$ cat src/rtl/xcvr_pkg.sv
package xcvr_pkg;

  // Parity scheme chosen by the select input
  typedef enum logic {
    PAR_EVEN = 1'b0,
    PAR_ODD  = 1'b1
  } par_mode_e;

  // Number of tree levels needed to reduce a vector of the given width
  function automatic int tree_levels(input int width);
    int lv;
    lv = 0;
    while ((1 << lv) < width) lv++;
    return lv;
  endfunction

endpackage

$ cat src/rtl/parity_tree.sv
module parity_tree #(
  parameter int WIDTH = 8
) (
  input  logic [WIDTH-1:0] data,
  output logic             odd_ones
);
  import xcvr_pkg::*;

  localparam int LEVELS = tree_levels(WIDTH);
  localparam int LEAVES = 1 << LEVELS;

  // Heap-ordered balanced XOR tree: node 1 is the root, leaves at LEAVES..2*LEAVES-1
  logic [2*LEAVES-1:1] node;

  genvar i, k;
  generate
    for (i = 0; i < LEAVES; i++) begin : g_leaf
      if (i < WIDTH) begin : g_real
        assign node[LEAVES+i] = data[i];
      end else begin : g_pad
        assign node[LEAVES+i] = 1'b0;
      end
    end
    for (k = 1; k < LEAVES; k++) begin : g_node
      assign node[k] = node[2*k] ^ node[2*k+1];
    end
  endgenerate

  assign odd_ones = node[1];

endmodule

$ cat src/rtl/port_steer.sv
module port_steer (
  input  logic oe_n,
  input  logic dir_tx,
  output logic a_drive,
  output logic b_drive,
  output logic rx_check
);
  logic enabled;

  assign enabled  = ~oe_n;
  // Side B and the parity pin are driven together in transmit
  assign b_drive  = enabled &  dir_tx;
  // Side A is driven in receive, which is also when the checker is live
  assign a_drive  = enabled & ~dir_tx;
  assign rx_check = a_drive;

endmodule

$ cat src/rtl/parity_unit.sv
module parity_unit #(
  parameter int DATA_W = 8
) (
  input  logic                [DATA_W-1:0] a_data,
  input  logic                [DATA_W-1:0] b_data,
  input  logic                             par_in,
  input  xcvr_pkg::par_mode_e              mode,
  output logic                             gen_bit,
  output logic                             chk_fail
);
  import xcvr_pkg::*;

  logic a_odd;
  logic b_odd;
  logic want_odd;

  parity_tree #(.WIDTH(DATA_W)) u_tree_a (.data(a_data), .odd_ones(a_odd));
  parity_tree #(.WIDTH(DATA_W)) u_tree_b (.data(b_data), .odd_ones(b_odd));

  assign want_odd = (mode == PAR_ODD);

  // Generated bit makes data plus parity hold the selected total parity
  assign gen_bit  = a_odd ^ want_odd;
  // Received word (data plus incoming bit) must carry the selected total parity
  assign chk_fail = (b_odd ^ par_in) != want_odd;

endmodule

$ cat src/rtl/xcvr_parity.sv
module xcvr_parity #(
  parameter int DATA_W = 8
) (
  input  logic              clk,
  input  logic              rst,
  input  logic              oe_n,
  input  logic              dir_tx,
  input  logic              odd_sel,
  input  logic [DATA_W-1:0] a_in,
  output logic [DATA_W-1:0] a_out,
  output logic              a_oe,
  input  logic [DATA_W-1:0] b_in,
  output logic [DATA_W-1:0] b_out,
  output logic              b_oe,
  input  logic              par_in,
  output logic              par_out,
  output logic              par_oe,
  output logic              err_n
);
  import xcvr_pkg::*;

  logic a_drive;
  logic b_drive;
  logic rx_check;
  logic gen_bit;
  logic chk_fail;
  par_mode_e mode;

  assign mode = par_mode_e'(odd_sel);

  port_steer u_steer (
    .oe_n     (oe_n),
    .dir_tx   (dir_tx),
    .a_drive  (a_drive),
    .b_drive  (b_drive),
    .rx_check (rx_check)
  );

  parity_unit #(.DATA_W(DATA_W)) u_par (
    .a_data   (a_in),
    .b_data   (b_in),
    .par_in   (par_in),
    .mode     (mode),
    .gen_bit  (gen_bit),
    .chk_fail (chk_fail)
  );

  // Output register stage: one cycle from pins in to pins out
  always_ff @(posedge clk) begin
    if (rst) begin
      a_oe    <= 1'b0;
      b_oe    <= 1'b0;
      par_oe  <= 1'b0;
      a_out   <= '0;
      b_out   <= '0;
      par_out <= 1'b0;
      err_n   <= 1'b1;
    end else begin
      a_oe    <= a_drive;
      b_oe    <= b_drive;
      par_oe  <= b_drive;
      a_out   <= b_in;
      b_out   <= a_in;
      par_out <= gen_bit;
      err_n   <= ~(rx_check & chk_fail);
    end
  end


  disabled_chk: assert property (@(posedge clk) disable iff (rst)
    oe_n |=> (!a_oe && !b_oe && !par_oe));


  one_side_chk: assert property (@(posedge clk) disable iff (rst)
    $onehot0({a_oe, b_oe}));


  par_pin_chk: assert property (@(posedge clk) disable iff (rst)
    (!oe_n && dir_tx) |=> par_oe);


  err_quiet_chk: assert property (@(posedge clk) disable iff (rst)
    (oe_n || dir_tx) |=> err_n);


  tx_parity_chk: assert property (@(posedge clk) disable iff (rst)
    (!oe_n && dir_tx) |=>
      (($countones({b_out, par_out}) % 2) == int'($past(odd_sel))));


  rx_check_chk: assert property (@(posedge clk) disable iff (rst)
    (!oe_n && !dir_tx) |=>
      (err_n == (($countones({a_out, $past(par_in)}) % 2) == int'($past(odd_sel)))));

endmodule

$ cat config.mk
export PLATFORM = sky130hd
export DESIGN_NAME = xcvr_parity
export DESIGN_NICKNAME = d
export VERILOG_FILES = /design/src/rtl/xcvr_pkg.sv /design/src/rtl/parity_tree.sv /design/src/rtl/port_steer.sv /design/src/rtl/parity_unit.sv /design/src/rtl/xcvr_parity.sv
export SDC_FILE = /design/constraint.sdc
export NUM_CORES = 1
export LEC_CHECK = 0
export BUFFER_PORTS_ARGS = -buffer_cell sky130_fd_sc_hd__buf_2
export CAP_MARGIN = 20
export CORE_UTILIZATION = 33
export CTS_CLUSTER_SIZE = 30
export DETAILED_ROUTE_END_ITERATION = 7
export SLEW_MARGIN = 20
export SYNTH_ARGS = -nofsm -noshare
export SYNTH_HDL_FRONTEND = slang
export SYNTH_SLANG_ARGS = --single-unit
$ cat constraint.sdc
create_clock -name clk -period 2.7 [get_ports clk]
set_clock_uncertainty 0.2 [all_clocks]
set_input_delay 0.27 -clock clk [delete_from_list [all_inputs] [get_ports clk]]
set_output_delay 0.27 -clock clk [all_outputs]
set_load 0.005 [all_outputs]
Word level (Yosys, flattened, before mapping)
Index checks and enable logic that the tools add are counted.
{"block": "classes", "n_bitwise": 22, "eq_ne": 1}
{"operator": "1-bit XOR", "count": 16}
{"operator": "1-bit bitwise AND", "count": 3}
{"operator": "1-bit NOT", "count": 3}
{"operator": "1-bit != test", "count": 1}
{"block": "word_totals", "ff_bits": 20, "elab_cells": 29, "output_inout_bits": 21}

Logic depth before layout (Yosys ltp)
Gate-level depths: netlist (run 1).
{"block": "depth", "word_depth": 7, "ltp_mapped": 4, "ltp_nobuf": 4}

By module
Synthesis (run 1) repeated with hierarchy kept, for this count alone.
{"block": "hier_totals", "cells_unflattened": 62, "area_unflattened_um2": 726.9}
{"module": "xcvr_parity", "cells_per_inst": 43, "n_inst": 1, "area_each_um2": 546.8}
{"module": "parity_tree", "cells_per_inst": 7, "n_inst": 2, "area_each_um2": 61.3}
{"module": "parity_unit", "cells_per_inst": 2, "n_inst": 1, "area_each_um2": 32.5}
{"module": "port_steer", "cells_per_inst": 3, "n_inst": 1, "area_each_um2": 25.0}

Worst setup path after synthesis (run 1)
Ideal clock, no wire load.
{"block": "synth_path", "path_kind": "in2reg", "startpoint": "input port odd_sel", "endpoint": "register err_n", "path_buffers": 0, "arrival_ps": 1005, "setup_time_ps": 123, "setup_slack_ps": 1373, "t_required_ps": 2377, "stages": 4, "cell_sequence": "xor2_1 -> xnor3_1 -> xnor2_1 -> nand2_1"}
{"block": "synth_via", "elab_chain_len": 3}
{"item": "start: declaration", "line": "xcvr_parity.sv:8", "source": "input logic odd_sel,"}
{"item": "1-bit != test", "line": "parity_unit.sv:25", "source": "assign chk_fail = (b_odd ^ par_in) != want_odd;"}
{"item": "1-bit bitwise AND", "line": "xcvr_parity.sv:65", "source": "err_n <= ~(rx_check & chk_fail);"}
{"item": "1-bit NOT", "line": "xcvr_parity.sv:65"}
{"item": "end signal: assignment", "line": "xcvr_parity.sv:65"}
{"item": "end: declaration", "line": "xcvr_parity.sv:18", "source": "output logic err_n"}
No other way between the ends.
A chain may end at the register's enable or synchronous reset.

Worst setup path in the final report (run 1)
{"block": "layout_path", "startpoint": "input port b_in[1]", "endpoint": "register err_n"}
{"block": "layout_via", "elab_chain_len": 7}
{"item": "start: declaration", "line": "xcvr_parity.sv:12", "source": "input logic [DATA_W-1:0] b_in,"}
{"item": "1-bit XOR (3 in a row)", "line": "parity_tree.sv:25", "source": "assign node[k] = node[2*k] ^ node[2*k+1];"}
{"item": "1-bit XOR", "line": "parity_unit.sv:25"}
{"item": "1-bit != test", "line": "parity_unit.sv:25"}
{"item": "1-bit bitwise AND", "line": "xcvr_parity.sv:65"}
{"item": "1-bit NOT", "line": "xcvr_parity.sv:65"}
No other way between the ends.

==> results of run 1 <==
-- sequential cells by signal (all words and copies together), names as in the netlist --
register	cells
err_n	1
a_oe	1
a_out	8
par_out	1
par_oe	1
b_out	8
-- final timing paths --
check / cells after the start / to / slack (ns)
max: 6 / err_n$_SDFF_PP1_ / 0.97
min: 2 / a_out[6]$_SDFF_PP0_ / 0.02
-- critical path, stage by stage --
cell	delay, ns
dlygate4sd3_1	0.54
buf_2	0.13
xnor2_1	0.21
xnor3_1	0.36
xnor2_1	0.17
nand2_1	0.06
-- layer usage --
layer | global-route usage, % | vias to the layer above
met5 | 0 | -
met3 | 3.02 | 0
met4 | 6.67 | 0
met2 | 22.2 | 22
met1 | 10.3 | 253
li1 | - | 283
-- kinds of logic after synthesis --
| group | count (synthesis) | synth area share, % |
|---|---|---|
| xor gates and xnor gates | 15 | 23.0 |
| and+or+nand+nor | 20 | 17.4 |
| buffers and inverters | 2 | 1.63 |
| DFF | 20 | 58.0 |
-- cells in the mapped netlist, drive strengths merged --
| cell type | number | area, sq um |
|---|---|---|
| xnor2 | 9 | 78.8 |
| nor3b | 1 | 7.51 |
| nand2 | 1 | 3.75 |
| xor2 | 4 | 35.0 |
| nor2 | 1 | 3.75 |
| clkbuf | 1 | 3.75 |
| nor3 | 1 | 5.00 |
| dfxtp | 20 | 400 |
| buf | 1 | 7.51 |
| nor2b | 16 | 100 |
| xnor3 | 2 | 45.0 |
-- metrics by stage --
step           total power [mW]  std cells  setup WS, ns  utilization, %  instance area [sq um]
2_1_floorplan             0.388         57          1.37               -                    691
3_3_place_gp              0.430        124          1.20            47.1                    923
3_5_place_dp              0.431        124          1.19            47.1                    923
4_1_cts                   0.689        139         0.973            55.4                   1090
5_1_grt                   0.714        139         0.910            55.4                   1090
6_report                  0.677        139         0.966            55.4                   1090
-- power by group --
group / switching (mW) / internal [mW]
logic: 0.0426 / 0.0743
clock network: 0.0920 / 0.150
registers: 0.00395 / 0.314
total: 0.139 / 0.538
-- layout make-up --
cell class	instances	area, sq um	share of cell area, %
clock buffers	3	22.5	2.07
clock inverters	1	30.0	2.76
multi-input cells	35	279	25.7
flip-flops and latches	20	400	36.9
well taps	27	33.8	3.11
repair buffers	53	320	29.5
-- what timing repair did --
| item | CTS | global route |
|---|---|---|
| hold buffers | 11 | 0 |
| resized for setup | 0 | 0 |
| endpoints found under the hold margin | 12 | 0 |
==> metrics.yaml, run 1 <==
crit_required_ns: 2.71
dp_hpwl_microns: 876
ys_seq_elements: 20
cts_buffers: 3
vias_per_cell: 4.01
finalCritPeriodShare_pct: 64.2
finalHoldViolCount: 0
rsz0062_at_grt: "no"
wl_met2_microns: 744
ant_nets: 0
status: "complete, no violations"
vias: 558
nNetsFinal: 135
period_needed_ns: 1.73
power_leakage_nw: 0.529
grt_usage_pct: 11.4
syn-instance-count: 57
grt_pass1_vias: 467
grt_pass1_wl_microns: 1770
root_buffer: "clkbuf_4"
hold_start: "b_in[6]"
wl_met3_microns: 84
cts_htree_levels: 1
synth_warnings: 0
antenna_found_initial: 0
die_h_microns: 47.8
drt_first_iter_violations: 3
synth_nets: 79
clk_pin_slew_ns: 0.12
grt_start_max_net_pins: 20
hp-class: "input port to flop"
wl_met1_microns: 481
slew_violations: 0
nFillCells: 188
rows: 16
netlist_area_sq_um: 691
die-area_sq_mm: 0.00228
cts_setup_buffers: 0
finalSetupTns_ns: 0
worstSetupPathType: "input port to flop"
initial_core_util_pct: 35.2
die_w_microns: 47.8
core_sq_mm: 0.00196
synth_cell_types: 11
highest_layer: "met3"
final_common_cell: "buf_2"
cap_violations: 0
clockBufferDepth: 2
worst_slew_pin_slew_ns: 0.335
hold_slack_ns: 0.0152
relSlewSlack_pct: 77.7
port_buffers: 42
antenna_cells: 0
cp-start-kind: "input port"
finalSetupViolCount: 0
drive_gt1_share_pct: 41.1
io_pins: 43
setup.worst_path.end_class: "flop"
place_congestion: 0.562
crit_fanout: 2
grt-ovfl-total: 0
syn_avg_cell_area_sq_um: 12.1
drc: 0
dr.pass1.iters: 2
fmax_ghz: 0.577
seq_area_frac_synth_pct: 58.0
cts_tree: "done"
ir_drop_uv: 419
clock_sinks: 20
startpoint: "b_in[1]"
area_growth_syn_to_layout_pct: 57.2
powerDensity_mw_per_mm2: 623
avgRoutedWirePerCell_microns: 9.42
wl_microns: 1310
layout_common_cells: "buf_2, dfxtp_1, nor2b_1, dlygate4sd3_1, xnor2_1"
cp_data_arrival_time_ns: 1.74
Power figures use the tool's default switching activity.
==> run 2: changes to the inputs <==
- ABC_AREA: unset -> 1
- clock period: 2.7 -> 1.6 ns (I/O delays scaled with it)
==> metrics.yaml, run 2 <==
place_congestion: 0.719  # +28%
netlist_area_sq_um: 808  # +17%
synth_nets: 139  # +76%
status: "complete, no violations"
slew_violations: 0  # unchanged
cts_tree: "done"
rsz0062_at_grt: "no"
die_h_microns: 51.5  # +7.8%
vias: 856  # +53%
nFillCells: 238  # +27%
clk_pin_slew_ns: 0.10  # -0.02 ns
ir_drop_uv: 450  # +7.2%
worstSetupPathType: "input port to flop"
worst_slew_pin_slew_ns: 0.323  # -0.0120 ns
cap_violations: 0  # unchanged
final_common_cell: "buf_2"
synth.most_common_cell: "nand2_1"
period_needed_ns: 1.48
final_cells: 206  # +48%
synthTopCellsByArea: "dfxtp_1, nand2_1, inv_1"
final_core_util_pct: 55.4  # about the same
layout_common_cells: "buf_2, nand2_1, dfxtp_1, dlygate4sd3_1"
finalSetupTns_ns: 0  # unchanged
largestRegisters: "a_out x8, b_out x8"
synth_edf_count: 0  # unchanged
finalHoldViolCount: 0  # unchanged
crit_fanout: 2  # unchanged
power_leakage_nw: 0.738  # +40%
ant_nets: 0  # unchanged
postSynth.asyncResetShare_pct: 0  # unchanged
antenna_cells: 0  # unchanged
relSlewSlack_pct: 78.5  # +0.80 points
post_cts_resized: 0  # unchanged
drt_first_iter_violations: 9  # +6
port_buffers: 42  # unchanged
initial_core_util_pct: 35.8  # +0.65 points
avgRoutedWirePerCell_microns: 8.80  # -6.7%
synth_top_area_share_pct: 49.5  # -8.4 points
synth_ff_type: "dfxtp_1"
finalSetupViolCount: 0  # unchanged
dp_hpwl_microns: 1310  # +49%
cp_data_arrival_time_ns: 1.45  # -0.29 ns
p_total_uw: 957  # +41%
grt-ovfl-total: 0  # unchanged
drive_gt1_share_pct: 29.2  # -12 points
drc: 0  # unchanged
grt_usage_pct: 14.8  # +3.4 points
yosysTopAreaCell: "dfxtp_1"
hp-class: "input port to flop"
area_growth_syn_to_layout_pct: 54.5
fin_area_sq_mm: 0.00125  # +15%
io_pins: 43  # unchanged
dr.pass1.iters: 4  # +2
seq_area_frac_synth_pct: 49.5  # -8.4 points
postPlaceCellArea_sq_mm: 0.00104  # +12%
cts_buffers: 3  # unchanged
dp.cells: 184  # +48%
setup.worst_path.end_class: "flop"
finalCritPeriodShare_pct: 92.3
clock_sinks: 20  # unchanged
cp-start-kind: "input port"
rows: 17  # +1
ys_seq_elements: 20  # unchanged
clockBufferDepth: 2  # unchanged
vias_per_cell: 4.16  # +3.5%
hold_slack_ns: 0.0405  # +0.0253 ns
powerDensity_mw_per_mm2: 766  # +23%
fin_ws_ns: 0.123  # -0.843 ns
crit_required_ns: 1.57  # -1.14 ns
core_sq_mm: 0.00225  # +15%
die-area_sq_mm: 0.00265  # +16%
grt_pass1_wl_microns: 2900  # +64%
die_w_microns: 51.5  # +7.8%
syn_avg_cell_area_sq_um: 6.91  # -43%
antenna_found_initial: 0  # unchanged
root_buffer: "clkbuf_4"
grt_start_max_net_pins: 19  # -5.0%
wl_microns: 1810  # +38%
dp_slack_ns: 0.421  # -0.766 ns
syn-instance-count: 117  # +110%
fmax_ghz: 0.677
nNetsFinal: 202  # +50%
synth_warnings: 0  # unchanged
synth_common_cells: "nand2_1, dfxtp_1, inv_1, nor2_1, nand3_1"
grt_pass1_vias: 758  # +62%
synth_cell_types: 14  # +3
cts_htree_levels: 1  # unchanged
## run 2: cell count changes after synthesis, moves of 3 or more
| cell | previous run | this run |
|---|---|---|
| xnor2_1 | 9 | 2 |
| nor2b_1 | 16 | 0 |
| nor2_1 | 1 | 18 |
| xor2_1 | 4 | 1 |
| nand3_1 | 0 | 7 |
| inv_2 | 0 | 4 |
| inv_1 | 0 | 18 |
| nand2_1 | 1 | 39 |
## run 2: cell families after synthesis
family	share of synthesized area, %
AOI/OAI and AO/OA	0.619
xor gates and xnor gates	3.25
buffers and inverters	12.4
DFF	49.5
and+or+nand+nor	34.2
## run 2: cell type report
type	count	area (sq um)	share of cell area, %
Clock buffer	3	22.5	1.80
Sequential cell	20	400	32.1
Timing Repair Buffer	61	400	32.1
Inverter	22	82.6	6.61
Tap cell	28	35.0	2.81
Multi-Input combinational cell	72	308	24.6
## run 2: final timing paths
path / slack (ns) / to / startpoint / cells past startpoint
worst max-delay path: 0.12 / par_oe$_SDFF_PP0_ / dir_tx / 5
worst min-delay path: 0.04 / b_out[4]$_SDFF_PP0_ / rst / 2
## run 2: critical path, cell delays in order
cell	delay [ns]
dlygate4sd3_1	0.53
buf_2	0.12
nand2_1	0.05
nor2_1	0.04
dlygate4sd3_1	0.55
## run 2: timing repair
action,in CTS,in global routing
hold buffers,19,0
buffers inserted,0,0
hold endpoints to repair,19,0
## run 2: power by group
part | leakage, nW | internal (mW) | switching [mW]
Sequential | 0.166 | 0.526 | 0.00622
Combinational | 0.558 | 0.106 | 0.100
Clock | 0.0138 | 0.0872 | 0.131
## run 2: routing by layer
metal,vias up,wire (microns),share of wire [%],GRT usage [%]
met5,-,0,0,0
met4,0,25,1.4,6.76
met3,2,95,5.2,2.63
met2,27,910,50,25.8
met1,365,781,43,17.5
li1,462,-,-,-
